**src/rtl/clkcal_pkg.sv**
```systemverilog
package clkcal_pkg;

    typedef enum logic {
        MTR_WAIT,
        MTR_RUN
    } mtr_state_e;

    function automatic longint unsigned numer_calc(
        input longint unsigned tgt_hz,
        input longint unsigned win_edges,
        input int              acc_w,
        input longint unsigned ref_hz
    );
        return ((tgt_hz * win_edges) << acc_w) / ref_hz;
    endfunction

endpackage

```
**src/rtl/clkcal_ref_sync.sv**
```systemverilog
module clkcal_ref_sync (
    input  logic clk,
    input  logic rst,
    input  logic ref_async,
    output logic ref_rise
);
    logic [2:0] stg;

    always_ff @(posedge clk) begin
        if (rst) begin
            stg <= '0;
        end else begin
            stg <= {stg[1:0], ref_async};
        end
    end

    assign ref_rise = stg[1] & ~stg[2];
endmodule

```
**src/rtl/clkcal_meter.sv**
```systemverilog
module clkcal_meter #(
    parameter int CNT_W     = 32,
    parameter int WIN_EDGES = 32768
) (
    input  logic             clk,
    input  logic             rst,
    input  logic             ref_rise,
    output logic             meas_valid,
    output logic [CNT_W-1:0] meas_count
);
    import clkcal_pkg::*;

    localparam int EW = $clog2(WIN_EDGES + 1);

    mtr_state_e       st;
    logic [EW-1:0]    edge_cnt;
    logic [CNT_W-1:0] cyc;
    logic [CNT_W-1:0] cyc_inc;

    assign cyc_inc = (cyc == '1) ? cyc : cyc + 1'b1;

    always_ff @(posedge clk) begin
        if (rst) begin
            st         <= MTR_WAIT;
            edge_cnt   <= '0;
            cyc        <= '0;
            meas_valid <= 1'b0;
            meas_count <= '0;
        end else begin
            meas_valid <= 1'b0;
            case (st)
                MTR_WAIT: begin
                    if (ref_rise) begin
                        st       <= MTR_RUN;
                        cyc      <= CNT_W'(1);
                        edge_cnt <= '0;
                    end
                end
                default: begin
                    if (ref_rise && edge_cnt == EW'(WIN_EDGES - 1)) begin
                        meas_valid <= 1'b1;
                        meas_count <= cyc;
                        edge_cnt   <= '0;
                        cyc        <= CNT_W'(1);
                    end else begin
                        if (ref_rise) begin
                            edge_cnt <= edge_cnt + 1'b1;
                        end
                        cyc <= cyc_inc;
                    end
                end
            endcase
        end
    end
endmodule

```
**src/rtl/clkcal_divider.sv**
```systemverilog
module clkcal_divider #(
    parameter int                 CNT_W = 32,
    parameter int                 DIV_W = 48,
    parameter logic [DIV_W-1:0]   NUMER = '1
) (
    input  logic             clk,
    input  logic             rst,
    input  logic             start,
    input  logic [CNT_W-1:0] divisor,
    output logic             busy,
    output logic             done,
    output logic [DIV_W-1:0] quotient
);
    localparam int CW = $clog2(DIV_W + 1);

    logic [CNT_W-1:0] rem;
    logic [CNT_W-1:0] dvs;
    logic [DIV_W-1:0] dvd;
    logic [CW-1:0]    steps;
    logic [CNT_W:0]   trial;
    logic             fits;

    assign trial = {rem, dvd[DIV_W-1]};
    assign fits  = trial >= {1'b0, dvs};

    always_ff @(posedge clk) begin
        if (rst) begin
            rem      <= '0;
            dvs      <= '0;
            dvd      <= '0;
            steps    <= '0;
            busy     <= 1'b0;
            done     <= 1'b0;
            quotient <= '0;
        end else begin
            done <= 1'b0;
            if (!busy) begin
                if (start) begin
                    rem      <= '0;
                    dvs      <= divisor;
                    dvd      <= NUMER;
                    steps    <= CW'(DIV_W);
                    quotient <= '0;
                    busy     <= 1'b1;
                end
            end else begin
                rem      <= fits ? CNT_W'(trial - {1'b0, dvs}) : CNT_W'(trial);
                quotient <= {quotient[DIV_W-2:0], fits};
                dvd      <= dvd << 1;
                steps    <= steps - 1'b1;
                if (steps == CW'(1)) begin
                    busy <= 1'b0;
                    done <= 1'b1;
                end
            end
        end
    end
endmodule

```
**src/rtl/clkcal_dco.sv**
```systemverilog
module clkcal_dco #(
    parameter int ACC_W       = 24,
    parameter int DEFAULT_INC = 335544
) (
    input  logic             clk,
    input  logic             rst,
    input  logic             load_valid,
    input  logic [ACC_W-1:0] load_inc,
    output logic             sample_en,
    output logic [ACC_W-1:0] inc_out,
    output logic             cal_done
);
    logic [ACC_W-1:0] acc;
    logic [ACC_W-1:0] pend;
    logic             pend_v;
    logic [ACC_W:0]   sum;
    logic             carry;

    assign sum   = {1'b0, acc} + {1'b0, inc_out};
    assign carry = sum[ACC_W];

    always_ff @(posedge clk) begin
        if (rst) begin
            acc       <= '0;
            inc_out   <= ACC_W'(DEFAULT_INC);
            pend      <= '0;
            pend_v    <= 1'b0;
            sample_en <= 1'b0;
            cal_done  <= 1'b0;
        end else begin
            acc       <= sum[ACC_W-1:0];
            sample_en <= carry;
            if (carry && pend_v) begin
                inc_out  <= pend;
                cal_done <= 1'b1;
                pend_v   <= 1'b0;
            end
            if (load_valid) begin
                pend   <= load_inc;
                pend_v <= 1'b1;
            end
        end
    end
endmodule

```
**src/rtl/clkcal_top.sv**
```systemverilog
module clkcal_top #(
    parameter int ACC_W       = 24,
    parameter int CNT_W       = 32,
    parameter int DIV_W       = 48,
    parameter int WIN_EDGES   = 32768,
    parameter int TARGET_HZ   = 240000,
    parameter int REF_HZ      = 32768,
    parameter int DEFAULT_INC = 335544
) (
    input  logic             clk_fast,
    input  logic             rst,
    input  logic             ref_in,
    output logic             sample_en,
    output logic [ACC_W-1:0] inc_out,
    output logic             cal_done
);
    localparam logic [DIV_W-1:0] NUMER = DIV_W'(clkcal_pkg::numer_calc(
        longint'(TARGET_HZ), longint'(WIN_EDGES), ACC_W, longint'(REF_HZ)));
    localparam logic [DIV_W-1:0] INC_MAX = DIV_W'((64'd1 << ACC_W) - 64'd1);

    logic             ref_rise;
    logic             meas_valid;
    logic [CNT_W-1:0] meas_count;
    logic             div_busy;
    logic             quo_valid;
    logic [DIV_W-1:0] quo;
    logic [ACC_W-1:0] inc_clamped;

    clkcal_ref_sync u_sync (
        .clk       (clk_fast),
        .rst       (rst),
        .ref_async (ref_in),
        .ref_rise  (ref_rise)
    );

    clkcal_meter #(
        .CNT_W     (CNT_W),
        .WIN_EDGES (WIN_EDGES)
    ) u_meter (
        .clk        (clk_fast),
        .rst        (rst),
        .ref_rise   (ref_rise),
        .meas_valid (meas_valid),
        .meas_count (meas_count)
    );

    clkcal_divider #(
        .CNT_W (CNT_W),
        .DIV_W (DIV_W),
        .NUMER (NUMER)
    ) u_div (
        .clk      (clk_fast),
        .rst      (rst),
        .start    (meas_valid),
        .divisor  (meas_count),
        .busy     (div_busy),
        .done     (quo_valid),
        .quotient (quo)
    );

    always_comb begin
        if (quo == '0) begin
            inc_clamped = ACC_W'(1);
        end else if (quo > INC_MAX) begin
            inc_clamped = '1;
        end else begin
            inc_clamped = quo[ACC_W-1:0];
        end
    end

    clkcal_dco #(
        .ACC_W       (ACC_W),
        .DEFAULT_INC (DEFAULT_INC)
    ) u_dco (
        .clk        (clk_fast),
        .rst        (rst),
        .load_valid (quo_valid),
        .load_inc   (inc_clamped),
        .sample_en  (sample_en),
        .inc_out    (inc_out),
        .cal_done   (cal_done)
    );
endmodule

```
**config.mk**
```make
export PLATFORM = sky130hd
export DESIGN_NAME = clkcal_top
export DESIGN_NICKNAME = d
export VERILOG_FILES = /design/src/rtl/clkcal_pkg.sv /design/src/rtl/clkcal_ref_sync.sv /design/src/rtl/clkcal_meter.sv /design/src/rtl/clkcal_divider.sv /design/src/rtl/clkcal_dco.sv /design/src/rtl/clkcal_top.sv
export SDC_FILE = /design/constraint.sdc
export NUM_CORES = 1
export LEC_CHECK = 0
export BUFFER_PORTS_ARGS = -buffer_cell sky130_fd_sc_hd__clkbuf_2
export CAP_MARGIN = 30
export CORE_UTILIZATION = 50
export DETAILED_ROUTE_END_ITERATION = 6
export GPL_ROUTABILITY_DRIVEN = 1
export PLACE_DENSITY = 0.69
export SYNTH_ARGS = -nofsm -noshare
export SYNTH_HDL_FRONTEND = slang
export SYNTH_SLANG_ARGS = --single-unit
```
**constraint.sdc**
```tcl
create_clock -name clk_fast -period 3.6 [get_ports clk_fast]
set_input_delay 0.54 -clock clk_fast [delete_from_list [all_inputs] [get_ports clk_fast]]
set_output_delay 0.54 -clock clk_fast [all_outputs]
set_load 0.1 [all_outputs]
```
==> run_results.csv <==
group,metric,value,unit
worst_setup_path,required,4040,ps
job,cap_violations,0,
global_route,grt_use_met3,2.789,%
yosys,ys_types,68,
finish,num_antenna_cells,0,
worst_setup_path,cpPeakStageDelay,430,ps
floorplan,die_w,167.7,microns
yosys,synth-xor-area-share,4.851,%
finish,drive_above_1_share,7.326,%
place,io_buffer_count,28,
yosys,synth_mux_area_share,1.459,%
yosys,synth-main-ff-cell,"dfxtp_1",
timing,slew_headroom,34.01,%
clocking,clk_pin_slew,60,ps
timing,max_clock_freq,306.4,MHz
worst_setup_path,crit_path_top_delay_cell,"a2111oi_4",
yosys,syn-instance-count,1623,
finish,mostFrequentLayoutCells,"dfxtp_1, nand2_1, nor2_1",
worst_setup_path,critPathTopFamily,"compound AO/OA/AOI/OAI gates",
route,wl_per_cell,14.73,microns
clocking,cts_buffer_depth,3,
route,routed_wirelength,29150,microns
yosys,synth_adder_area_share,5.763,%
timing,hold_viol,0,
finish,fin_util,56.23,%
power_and_ir_drop,ir_drop,377.6,uV
route,drtPass1Iterations,5,
route,drc_errors,0,
timing,hold_slack,216.7,ps
yosys,synth_compound_area_share,21.36,%
timing,finClkSkew,8.347,ps
clocking,clkLatencyLatePin,560,ps
yosys,avgSynthCellArea,8.455,sq um
worst_hold_path,min-delay-path-class,"input pin to flop",
run_status,status,"complete, no violations",
yosys,yosysSeqAreaShare,43.33,%
timing,grt_setup_unrepaired,"false",
floorplan,fp.dieH,167.7,microns
timing,timing.setup.tns,0,ps
floorplan,num_io_pins,29,
worst_setup_path,cp-end-kind,"flop",
global_route,grt.met2_usage,32.90,%
global_route,grt_pass1_wl,50120,microns
floorplan,dieArea,28110,sq um
yosys,synth_edf_count,0,
global_route,met1_usage,30.59,%
clocking,cts_resized,0,
place,hpwl,19500,microns
yosys,yosys_warnings,0,
timing,setup_viol,0,
route,route.vias.total,11030,
worst_setup_path,critical_path_class,"flop to flop",
yosys,synthSimpleGateAreaFrac,18.76,%
route,vias_per_cell,5.572,
clocking,htreeDepth,1,
clocking,clock-sinks,297,
timing,worst_pin_slew,989.9,ps
place,place_area,14130,sq um
power_and_ir_drop,p_per_area,470.6,nW/um^2
floorplan,row_count,60,
yosys,synth_top_family_by_area,"compound AO/OA/AOI/OAI gates",
yosys,synthesis.nets,1688,
worst_setup_path,cp_num_buf_inv,1,
finish,syn2layout_area_growth,10.45,%
global_route,antenna_found_initial,0,
yosys,async_flop_share,0,%
clocking,cts_buffers,31,
place,gp_congestion,0.8595,
worst_setup_path,start_kind,"flop",
global_route,grt_pass1_vias,10360,
global_route,grt_max_degree,97,
yosys,synth.ff_latch_count,297,
timing,period_minus_slack,3264,ps
global_route,grt_overflow,0,
timing,maxSlewViolCount,0,
timing,min_period_over_period,90.67,%
route,first_iter_violations,671,
floorplan,core_area,26950,sq um
floorplan,start_util,50.91,%
finish,finish.instance_area,15160,sq um
power_and_ir_drop,fin_total_pwr,7.133,mW
worst_setup_path,cpMostUsedCell,"a21o_1",
worst_setup_path,cp_cell_sequence,"ha_1 -> fa_1 -> a21o_1 -> a21o_1 -> a2111oi_4 -> o21ai_2 -> a31oi_1 -> o211ai_2 -> o21ai_4 -> buf_12 -> nor2_1 -> a211o_1",
clocking,cts_root_buf,"clkbuf_16",
worst_setup_path,cp_max_fo,35,
clocking,cts_tree,"built",
clocking,cts_hold_buf,0,
finish,layout_commonest_cell,"dfxtp_1",
yosys,syn_area,13720,sq um
clocking,postCtsSetupBuffers,0,
worst_setup_path,worstPathArrival,3710,ps
finish,final_nets,1681,
global_route,busiest_layer,"met2",
global_route,track_usage,21.00,%
route,ant_nets,0,
power_and_ir_drop,p_leak,5.882,nW
through the flow:
step / worst slack, ps / cells
3_5_place_dp: 342.4 / 1924
6_report: 335.9 / 1979
5_1_grt: 139.3 / 1979
3_3_place_gp: 445.3 / 1924
4_1_cts: 327.8 / 1979
2_1_floorplan: 68.59 / 1623
synthesized netlist by cell type, drive strengths merged, types with 3 or more instances:
cell     number  area share [%]
a21oi       174             6.4
and2          4            0.18
xnor2        40             2.6
nor3         19            0.73
or3           6            0.27
o2111ai       3            0.19
nand4        26             1.2
o21ai        90             3.4
mux2i        20             1.5
xor2         36             2.3
inv          65             1.8
a211o        13            0.83
o21a         13            0.71
nor4         17            0.88
a31oi         9            0.52
nor2b        23             1.0
ha           60             5.5
a2111oi       5            0.68
o211ai        9            0.53
nand2       220             6.0
and3         19            0.87
dfxtp       297              43
a22o         54             3.4
clkbuf       70             1.9
o21bai        9            0.49
buf          18            0.77
and4         10            0.64
nand3        22            0.80
o31ai         4            0.32
a21o         21             1.1
nor3b         8            0.44
a32oi        11            0.70
nand2b       12            0.55
a211oi       16            0.95
nor2        175             4.8
per-layer routing:
| layer | vias up | wire [microns] |
|---|---|---|
| met3 | 34 | 1132 |
| met5 | - | 0 |
| met2 | 151 | 12580 |
| met4 | 0 | 399 |
| met1 | 5181 | 15040 |
| li1 | 5661 | - |
report_power, final:
group	internal, mW	switching, mW	total, mW
Clock	1.88	1.33	3.21
Combinational	0.227	0.337	0.564
Sequential	3.34	0.0186	3.36
path summary, 6_finish.rpt:
path | startpoint | depth (start not counted) | slack (ps) | endpoint
worst max-delay path | u_dco.inc_out[0]$_SDFFE_PP0P_ | 12 | 340 | u_dco.inc_out[18]$_SDFFE_PP1P_
worst max register to register | u_dco.inc_out[0]$_SDFFE_PP0P_ | 12 | 340 | u_dco.inc_out[18]$_SDFFE_PP1P_
worst min register to register | u_sync.stg[0]$_SDFF_PP0_ | 1 | 450 | u_sync.stg[1]$_SDFF_PP0_
worst min-delay path | ref_in | 2 | 220 | u_sync.stg[0]$_SDFF_PP0_
state kept, by name (all words and copies together) (netlist names), 17 cells and up:
| name | count |
|---|---|
| u_meter.cyc | 32 |
| u_div.dvs | 32 |
| u_dco.inc_out | 24 |
| u_dco.acc | 24 |
| u_div.dvd | 17 |
| u_meter.meas_count | 32 |
| u_dco.pend | 24 |
| u_div.rem | 32 |
| u_div.quotient | 48 |
kinds of logic (layout without fill, tap and decap cells):
kind of cell / after synthesis / count (layout)
simple gates: 567 / 567
compound gates: 448 / 448
flops: 297 / 297
buf+inv: 153 / 168
xor+xnor: 76 / 76
fa+ha+maj: 62 / 62
mux: 20 / 20
final cells by class:
cell class / count / area [sq um]
clock inverters: 16 / 181.4
repair buffers: 48 / 321.6
fillers: 2394 / 11800
flip-flops and latches: 297 / 5946
clock buffers: 39 / 845.8
inverters: 65 / 244.0
multi-input cells: 1173 / 7191
well taps: 341 / 426.7
Note: power is estimated with default switching activity, not from simulation.
